**config.mk**
```make
export PLATFORM = sky130hd
export DESIGN_NAME = evt_timer
export DESIGN_NICKNAME = d
export VERILOG_FILES = /design/src/rtl/evt_timer_pkg.sv /design/src/rtl/evt_sync.sv /design/src/rtl/evt_prescaler.sv /design/src/rtl/evt_quad.sv /design/src/rtl/evt_timer.sv
export SDC_FILE = /design/constraint.sdc
export NUM_CORES = 1
export LEC_CHECK = 0
export ABC_AREA = 1
export BUFFER_PORTS_ARGS = -buffer_cell sky130_fd_sc_hd__buf_4
export CORE_MARGIN = 4
export CORE_UTILIZATION = 51
export CTS_CLUSTER_SIZE = 10
export DETAILED_ROUTE_END_ITERATION = 7
export PLACE_DENSITY = 0.83
export SYNTH_ARGS = -nofsm -noshare
export SYNTH_HDL_FRONTEND = slang
export SYNTH_SLANG_ARGS = --single-unit
```
**constraint.sdc**
```tcl
create_clock -name clk -period 2.2 [get_ports clk]
set_input_delay 0.44 -clock clk [delete_from_list [all_inputs] [get_ports clk]]
set_output_delay 0.44 -clock clk [all_outputs]
set_load 0.03 [all_outputs]
```
**src/rtl/evt_timer_pkg.sv**
```systemverilog
package evt_timer_pkg;
  typedef enum logic [1:0] {
    SRC_CORE = 2'd0,
    SRC_PIN  = 2'd1,
    SRC_QUAD = 2'd2,
    SRC_CASC = 2'd3
  } src_e;
endpackage

```
**src/rtl/evt_sync.sv**
```systemverilog
module evt_sync #(
  parameter int W = 2
) (
  input  logic         clk,
  input  logic         rst_n,
  input  logic [W-1:0] d_async,
  output logic [W-1:0] d_sync
);
  for (genvar i = 0; i < W; i++) begin : g_bit
    logic meta, stable;
    always_ff @(posedge clk or negedge rst_n) begin
      if (!rst_n) begin
        meta   <= 1'b0;
        stable <= 1'b0;
      end else begin
        meta   <= d_async[i];
        stable <= meta;
      end
    end
    assign d_sync[i] = stable;
  end
endmodule

```
**src/rtl/evt_prescaler.sv**
```systemverilog
module evt_prescaler #(
  parameter  int PRE_MAX = 6,
  localparam int SEL_W   = $clog2(PRE_MAX + 1)
) (
  input  logic             clk,
  input  logic             rst_n,
  input  logic             ev_in,
  input  logic [SEL_W-1:0] sel,
  output logic             tick
);
  logic [PRE_MAX-1:0] pcnt;
  logic [PRE_MAX-1:0] mask;

  // Low-bit mask of width n, with n clamped to PRE_MAX.
  function automatic logic [PRE_MAX-1:0] div_mask(input logic [SEL_W-1:0] s);
    int n;
    logic [PRE_MAX-1:0] m;
    n = (int'(s) > PRE_MAX) ? PRE_MAX : int'(s);
    for (int i = 0; i < PRE_MAX; i++) m[i] = (i < n);
    return m;
  endfunction

  assign mask = div_mask(sel);
  assign tick = ev_in && ((pcnt & mask) == mask);

  always_ff @(posedge clk or negedge rst_n) begin
    if (!rst_n)     pcnt <= '0;
    else if (ev_in) pcnt <= pcnt + 1'b1;
  end
endmodule

```
**src/rtl/evt_quad.sv**
```systemverilog
module evt_quad (
  input  logic clk,
  input  logic rst_n,
  input  logic a,
  input  logic b,
  output logic step,
  output logic up,
  output logic both,
  output logic a_rise
);
  logic a_q, b_q, a_chg, b_chg;

  always_ff @(posedge clk or negedge rst_n) begin
    if (!rst_n) begin
      a_q <= 1'b0;
      b_q <= 1'b0;
    end else begin
      a_q <= a;
      b_q <= b;
    end
  end

  assign a_chg  = a ^ a_q;
  assign b_chg  = b ^ b_q;
  assign step   = a_chg ^ b_chg;
  assign both   = a_chg & b_chg;
  // Up when A leads B: new A differs from old B.
  assign up     = a ^ b_q;
  assign a_rise = a & ~a_q;
endmodule

```
**src/rtl/evt_timer.sv**
```systemverilog
module evt_timer
  import evt_timer_pkg::*;
#(
  parameter  int CW      = 16,
  parameter  int PRE_MAX = 6,
  localparam int SEL_W   = $clog2(PRE_MAX + 1)
) (
  input  logic             clk,
  input  logic             rst_n,
  input  logic [1:0]       cfg_mode,
  input  logic [SEL_W-1:0] cfg_prescale,
  input  logic             cfg_dir_down,
  input  logic             wr_count,
  input  logic [CW-1:0]    wr_data,
  input  logic             cmp_reset,
  input  logic             casc_ovf,
  input  logic             pin_clk,
  input  logic             pin_dir,
  output logic [CW-1:0]    count,
  output logic             ovf_pulse
);
  src_e       mode;
  logic [1:0] pins_s;
  logic       q_step, q_up, q_both, clk_rise;
  logic       pre_ev, pre_tick;
  logic       step_en, step_up, quad_mode;
  logic [CW:0] nxt;

  // Returns {wrap, next value}.
  function automatic logic [CW:0] advance(input logic [CW-1:0] cur, input logic dir_up);
    logic wrap;
    wrap = dir_up ? (&cur) : ~(|cur);
    return {wrap, dir_up ? cur + 1'b1 : cur - 1'b1};
  endfunction

  assign mode = src_e'(cfg_mode);

  evt_sync #(.W(2)) u_sync (
    .clk(clk), .rst_n(rst_n),
    .d_async({pin_dir, pin_clk}), .d_sync(pins_s)
  );

  evt_quad u_quad (
    .clk(clk), .rst_n(rst_n), .a(pins_s[0]), .b(pins_s[1]),
    .step(q_step), .up(q_up), .both(q_both), .a_rise(clk_rise)
  );

  always_comb begin
    case (mode)
      SRC_CORE: pre_ev = 1'b1;
      SRC_PIN:  pre_ev = clk_rise;
      default:  pre_ev = 1'b0;
    endcase
  end

  evt_prescaler #(.PRE_MAX(PRE_MAX)) u_pre (
    .clk(clk), .rst_n(rst_n), .ev_in(pre_ev), .sel(cfg_prescale), .tick(pre_tick)
  );

  assign quad_mode = (mode == SRC_QUAD);

  always_comb begin
    case (mode)
      SRC_QUAD: step_en = q_step;
      SRC_CASC: step_en = casc_ovf;
      default:  step_en = pre_tick;
    endcase
    step_up = quad_mode ? q_up : ~cfg_dir_down;
  end

  assign nxt = advance(count, step_up);

  always_ff @(posedge clk or negedge rst_n) begin
    if (!rst_n) begin
      count     <= '0;
      ovf_pulse <= 1'b0;
    end else if (cmp_reset) begin
      count     <= '0;
      ovf_pulse <= 1'b0;
    end else if (wr_count) begin
      count     <= wr_data;
      ovf_pulse <= 1'b0;
    end else if (step_en) begin
      count     <= nxt[CW-1:0];
      ovf_pulse <= nxt[CW];
    end else begin
      ovf_pulse <= 1'b0;
    end
  end
endmodule

```
; ---- After elaboration in Yosys (flattened, before gate mapping)
; Cells that the tools add are included.
[word_totals]
out_inout_bits = 17
reg_bits = 29
[op_classes]
bitwise_logic = 9
magnitude_cmp = 7
n_mux = 12
n_reduce_logical = 5
n_addsub = 3
n_eq_ne = 4
[ops]
columns = op, count
row1 = "less-than comparator 3 x 32 -> 1 bit, first input constant", 2
row2 = "less-than comparator 4 x 32 -> 1 bit, first input constant", 2
row3 = two-way mux 16 bit, 4
row4 = "less-than comparator 1 x 32 -> 1 bit, first input constant", 1
row5 = "less-than comparator 2 x 32 -> 1 bit, first input constant", 1
row6 = "adder 16 x 1 -> 16 bit, second input constant", 1
row7 = AND reduction 16 bit, 1
row8 = OR reduction 16 bit, 1
row9 = "subtractor 16 x 1 -> 16 bit, second input constant", 1
row10 = "adder 6 x 1 -> 6 bit, second input constant", 1
row11 = bitwise AND 6 bit, 1
row12 = equality test 6 bit, 1
row13 = two-way mux 1 bit, 5
row14 = "equality test 2 bit, second input constant", 2
row15 = case mux 1 bit (2 select lines), 2
row16 = XOR 1 bit, 4
row17 = "> comparator 3 bit, second input constant", 1
row18 = two-way mux 3 bit, 1
row19 = NOT 1 bit, 3
row20 = nonzero test 3 bit, 1
row21 = "equality test 2 x 1 -> 1 bit, second input constant", 1
row22 = zero test 2 bit, 1
row23 = bitwise AND 1 bit, 1
row24 = logical AND 1 bit, 1

; ---- Longest topological paths before layout
[logic_depth]
ltp_word = 10
ltp_mapped = 16

; ---- By module
; From an unflattened synthesis, not the netlist that was laid out.
[unflattened]
hier_cells = 377
hier_area_um2 = 2369.8
[by_module_without_submodules]
columns = mod, n_inst, area_per_inst_um2, cells_each, seq_area_each_um2
row1 = evt_timer, 1, 1780.5, 311, 425.4
row2 = evt_prescaler, 1, 357.8, 45, 150.1
row3 = evt_quad, 1, 116.4, 15, 50.0
row4 = evt_sync, 1, 115.1, 6, 100.1

; ---- Worst setup path after synthesis
; No wires, ideal clock.
[synth_path]
path_kind = input to register
startpoint = input cfg_mode[1]
endpoint = register count[14]
setup_time_ns = 0.119
t_required_ns = 2.081
setup_slack_ns = -0.127
t_arrival_ns = 2.207
cell_stages = 13
path_cell_list = inv_1 o21ai_0 nand2_1 ha_1 nand2_1 nor2_1 inv_1 nor2_1 nand2_1 nand3_1 nand2_1 nor2_1 o21ai_2
[synth_between]
elab_chain_len = 6
elab_cells_between_ends = 13
cone_classes = eq/ne (3) / mux (7) / reduce/logical (3)
[synth_rtl]
columns = element, line_no
row1 = start: declaration, evt_timer.sv:10  ; input logic [1:0] cfg_mode,
row2 = equality test 2 bit, "evt_timer.sv:60, evt_timer.sv:63"
row3 = two-way mux 1 bit, evt_timer.sv:68  ; step_up = quad_mode ? q_up : ~cfg_dir_down;
row4 = two-way mux 16 bit, evt_timer.sv:33  ; return {wrap, dir_up ? cur + 1'b1 : cur - 1'b1};
row5 = two-way mux 16 bit, evt_timer.sv:83  ; end else if (step_en) begin
row6 = two-way mux 16 bit, evt_timer.sv:80  ; end else if (wr_count) begin
row7 = two-way mux 16 bit, evt_timer.sv:77  ; end else if (cmp_reset) begin
row8 = end signal: assignment, evt_timer.sv:81  ; count <= wr_data;
row9 = end signal: assignment, evt_timer.sv:84  ; count <= nxt[CW-1:0];
row10 = end: declaration, evt_timer.sv:19  ; output logic [CW-1:0] count,
; Parallel ways exist; a longest one is shown, timed or not. The select of a mux whose other input is x is not followed.
; A chain may end at the register's enable or synchronous reset.

; ---- Worst setup path in the final report
[layout_path]
startpoint = register u_sync.g_bit[0].stable
endpoint = register count[8]
[layout_between]
elab_chain_len = 6
elab_cells_between_ends = 13
cone_classes = mux (7) / bitwise (4) / reduce/logical (2)
[layout_rtl]
columns = element, line_no
row1 = start: declaration, evt_sync.sv:10  ; logic meta, stable;
row2 = start signal: assignment, evt_sync.sv:17  ; stable <= meta;
row3 = XOR 1 bit, evt_quad.sv:28  ; assign up = a ^ b_q;
row4 = two-way mux 1 bit, evt_timer.sv:68
row5 = two-way mux 16 bit, evt_timer.sv:33
row6 = two-way mux 16 bit, evt_timer.sv:83
row7 = two-way mux 16 bit, evt_timer.sv:80
row8 = two-way mux 16 bit, evt_timer.sv:77
; Parallel ways exist; a longest one is shown, timed or not. The select of a mux whose other input is x is not followed.

==> metrics.yaml <==
sta:
  final_hold_viol_count: 0
  tightest_slew_ns: 0.564
  rsz0062_at_grt: "yes"
  period_needed_ns: 2.25
  setup-tns-final_ns: -0.0818
  clock.fmax_mhz: 445
  fin_skew_ns: 0.00585
  setup_viol: 2
  setup_ws_ns: -0.0453
  slew_viol_final: 0
  finalCritPeriodShare_pct: 102
  slew_headroom_pct: 62.3
synth:
  synth_commonest_cells: "nand2_1, inv_1, nand3_1"
  async_flop_share_pct: 100
  synth_cell_types: 30
  synth_seq_cells: 29
  synth-main-ff-cell: "dfrtp_1"
  synth_area_um2: 2440
  synth_area_leaders: "dfrtp_1, nand2_1, inv_1"
  synth_top_area_share_pct: 29.8
  synth_cells: 380
  synth_fp_nets: 426
  synth_most_common_cell: "nand2_1"
  synth_edf_count: 0
  yosysTopAreaCell: "dfrtp_1"
  seq_area_frac_synth_pct: 29.8
  syn_area_per_cell_um2: 6.41
  ys_warn_count: 0
global_routing:
  grt_usage_pct: 25.1
  grt-ovfl-total: 0
  grt_start_max_net_pins: 30
  grt_pass1_wl_um: 12000
  antenna_found_initial: 0
  grt_pass1_vias: 2672
pwr:
  combPwrFrac_pct: 48.6
  power_density_nw_per_um2: 740
  leakage_nw: 1.89
  p_seq_share_pct: 28.6
  ir_worst_vdd_uv: 442
  power.total_mw: 2.66
  p_sw_mw: 1.10
  swShare_pct: 41.6
  clkPwrFrac_pct: 22.9
  intPower_mw: 1.55
final_layout:
  fill_cells: 271
  drive_gt1_share_pct: 36.7
  final-instance-count-excl-fill: 507
  final_util_pct: 80.3
  diodes: 0
  nNetsFinal: 500
  areaGrowthSynthToFinish_pct: 47.5
die:
  coreArea_um2: 4470
  initial_core_util_pct: 54.4
  die_h_um: 77.1
  num_rows: 24
  fp.dieArea_um2: 5950
  dieWidth_um: 77.1
  ios: 46
placed_design:
  portBuffers: 45
  place.gp.congestion: 0.936
  place_inst: 496
  place_hpwl_um: 5470
  place_worst_setup_slack_ns: -0.222
setup_path:
  critPathSlowestCell: "dfrtp_1"
  worstSetupEndpointType: "flip-flop"
  cpPeakStageDelay_ns: 0.41
  criticalPathCategory: "reg2reg"
  crit_arrival_ns: 2.42
  path_delay_family: "simple AND/OR/NAND/NOR gates"
  crit_path_max_fanout: 8
  cp-start-kind: "flip-flop"
  critPathMostFrequentCell: "nand2_1"
  crit_chain: "inv_1, nand2_1, nand3_2, nand2_4, buf_12, ha_4, nand2_1, nand2_2, a21oi_2, nand2_1, a21oi_1, nand2_1, o21ai_1, o21ai_1"
  critPathBufInv: 2
  worstPathRequired_ns: 2.38
clock_network:
  holdBufCountCts: 0
  clock_latency_ns: 0.29
  cts_buffers: 5
  cts_tree: "done"
  root_buffer: "clkbuf_8"
  clock_sinks: 29
  cts_max_path_buffers: 2
  cts-htree-levels: 2
  path_clk_slew_ns: 0.07
detailed_routing:
  vias: 2874
  drtAntennaViolNets: 0
  vias_per_cell: 5.67
  wl_um: 8200
  first_iter_violations: 214
  drtPass1Iterations: 4
  route.detailed.drc: 0
  wl_per_cell_um: 16.2
run_status:
  violations: "setup timing"
  status: "finished, violations left"
min_path:
  hp-class: "in2async"
flow_run:
  cap_violations: 0
[layer usage]
metal  share of wire, %  track usage (%)  vias to the layer above
li1                   -                -                     1355
met1                 40             31.5                     1326
met2                 47             41.7                      149
met3                8.6             5.50                       44
met4                4.7             10.1                        0
met5                  0                0                        -
[state kept, by name (all words and copies together) (netlist names)]
register	flops
count	16
u_pre.pcnt	6
u_sync.g_bit.meta	2
u_sync.g_bit.stable	2
ovf_pulse	1
u_quad.a_q	1
u_quad.b_q	1
[power by group through the flow]
stage | Clock, mW | Sequential (mW) | Combinational, mW
after global routing | 0.637 | 0.771 | 1.40
after global placement | 0 | 0.756 | 1.00
after detailed placement | 0 | 0.762 | 1.03
after CTS | 0.604 | 0.752 | 1.06
final | 0.607 | 0.759 | 1.29
after floorplan | 0 | 0.807 | 0.614
[cells by family (layout without fill, tap and decap cells)]
kind of cell | Yosys count | count (layout) | synth area share, %
xor+xnor | 7 | 7 | 2.52
mux | 1 | 1 | 0.411
buf+inv | 70 | 145 | 11.1
compound gates | 35 | 35 | 8.06
fa+ha+maj | 17 | 17 | 9.04
flops | 29 | 29 | 29.8
simple gates | 221 | 221 | 39.1
[timing repair]
| item | 4_1_cts | 5_1_grt |
|---|---|---|
| gates resized for setup | 6 | 82 |
| cloned | 0 | 1 |
| pin swaps | 0 | 31 |
| setup endpoints to repair | 7 | 12 |
| setup buffers | 0 | 2 |
[path summary, 6_finish.rpt]
| kind | depth (start not counted) | to | slack [ns] | start |
|---|---|---|---|---|
| worst max-delay path | 14 | count[8] | -0.05 | u_sync.g_bit[0].stable |
| worst min-delay path | 1 | u_pre.pcnt[4] | 0.07 | rst_n |
| worst max register to register | 14 | count[8] | -0.05 | u_sync.g_bit[0].stable |
| worst min register to register | 0 | u_sync.g_bit[0].stable | 0.35 | u_sync.g_bit[0].meta |
| max in group asynchronous | 1 | u_quad.b_q | 1.84 | rst_n |
| min in group clk | 1 | u_sync.g_bit[1].meta | 0.26 | pin_dir |
[cell usage in the layout, fill, tap and decap left out, types with 2 or more instances in the layout]
master	netlist	routed
nand3_1	34	23
a21oi_4	1	2
nor4_1	5	5
nand3_2	1	10
nand4_1	5	5
a21oi_2	0	3
buf_12	0	2
o22ai_1	4	4
nand3_4	0	2
a21oi_1	11	7
o21ai_2	1	2
nand2_4	2	9
nor2_1	24	17
o21ai_1	4	9
nor2_4	0	2
inv_2	1	6
buf_4	0	67
inv_1	65	58
nand2_1	137	106
ha_4	0	13
ha_1	16	3
nor2_2	0	5
or2_2	4	4
xnor2_1	3	3
nand3b_1	3	3
o21ai_0	13	7
clkbuf_8	0	6
nand2_2	2	26
dfrtp_1	29	29
xor2_1	4	4
[cell type report]
cell class / instances / area (um2) / area share, %
flip-flops and latches: 29 / 726 / 20.2
well taps: 52 / 65.1 / 1.81
repair buffers: 71 / 579 / 16.1
multi-input cells: 281 / 1850 / 51.4
clock inverters: 2 / 37.5 / 1.04
clock buffers: 6 / 82.6 / 2.30
inverters: 66 / 255 / 7.11
[through the flow]
stage	area (um2)	hold slack, ns
after floorplan	2540	0.144
after global routing	3590	0.0902
final	3590	0.0652
after CTS	3260	0.0817
after detailed placement	3110	0.337
after global placement	3110	0.334
Power figures use the tool's default switching activity.
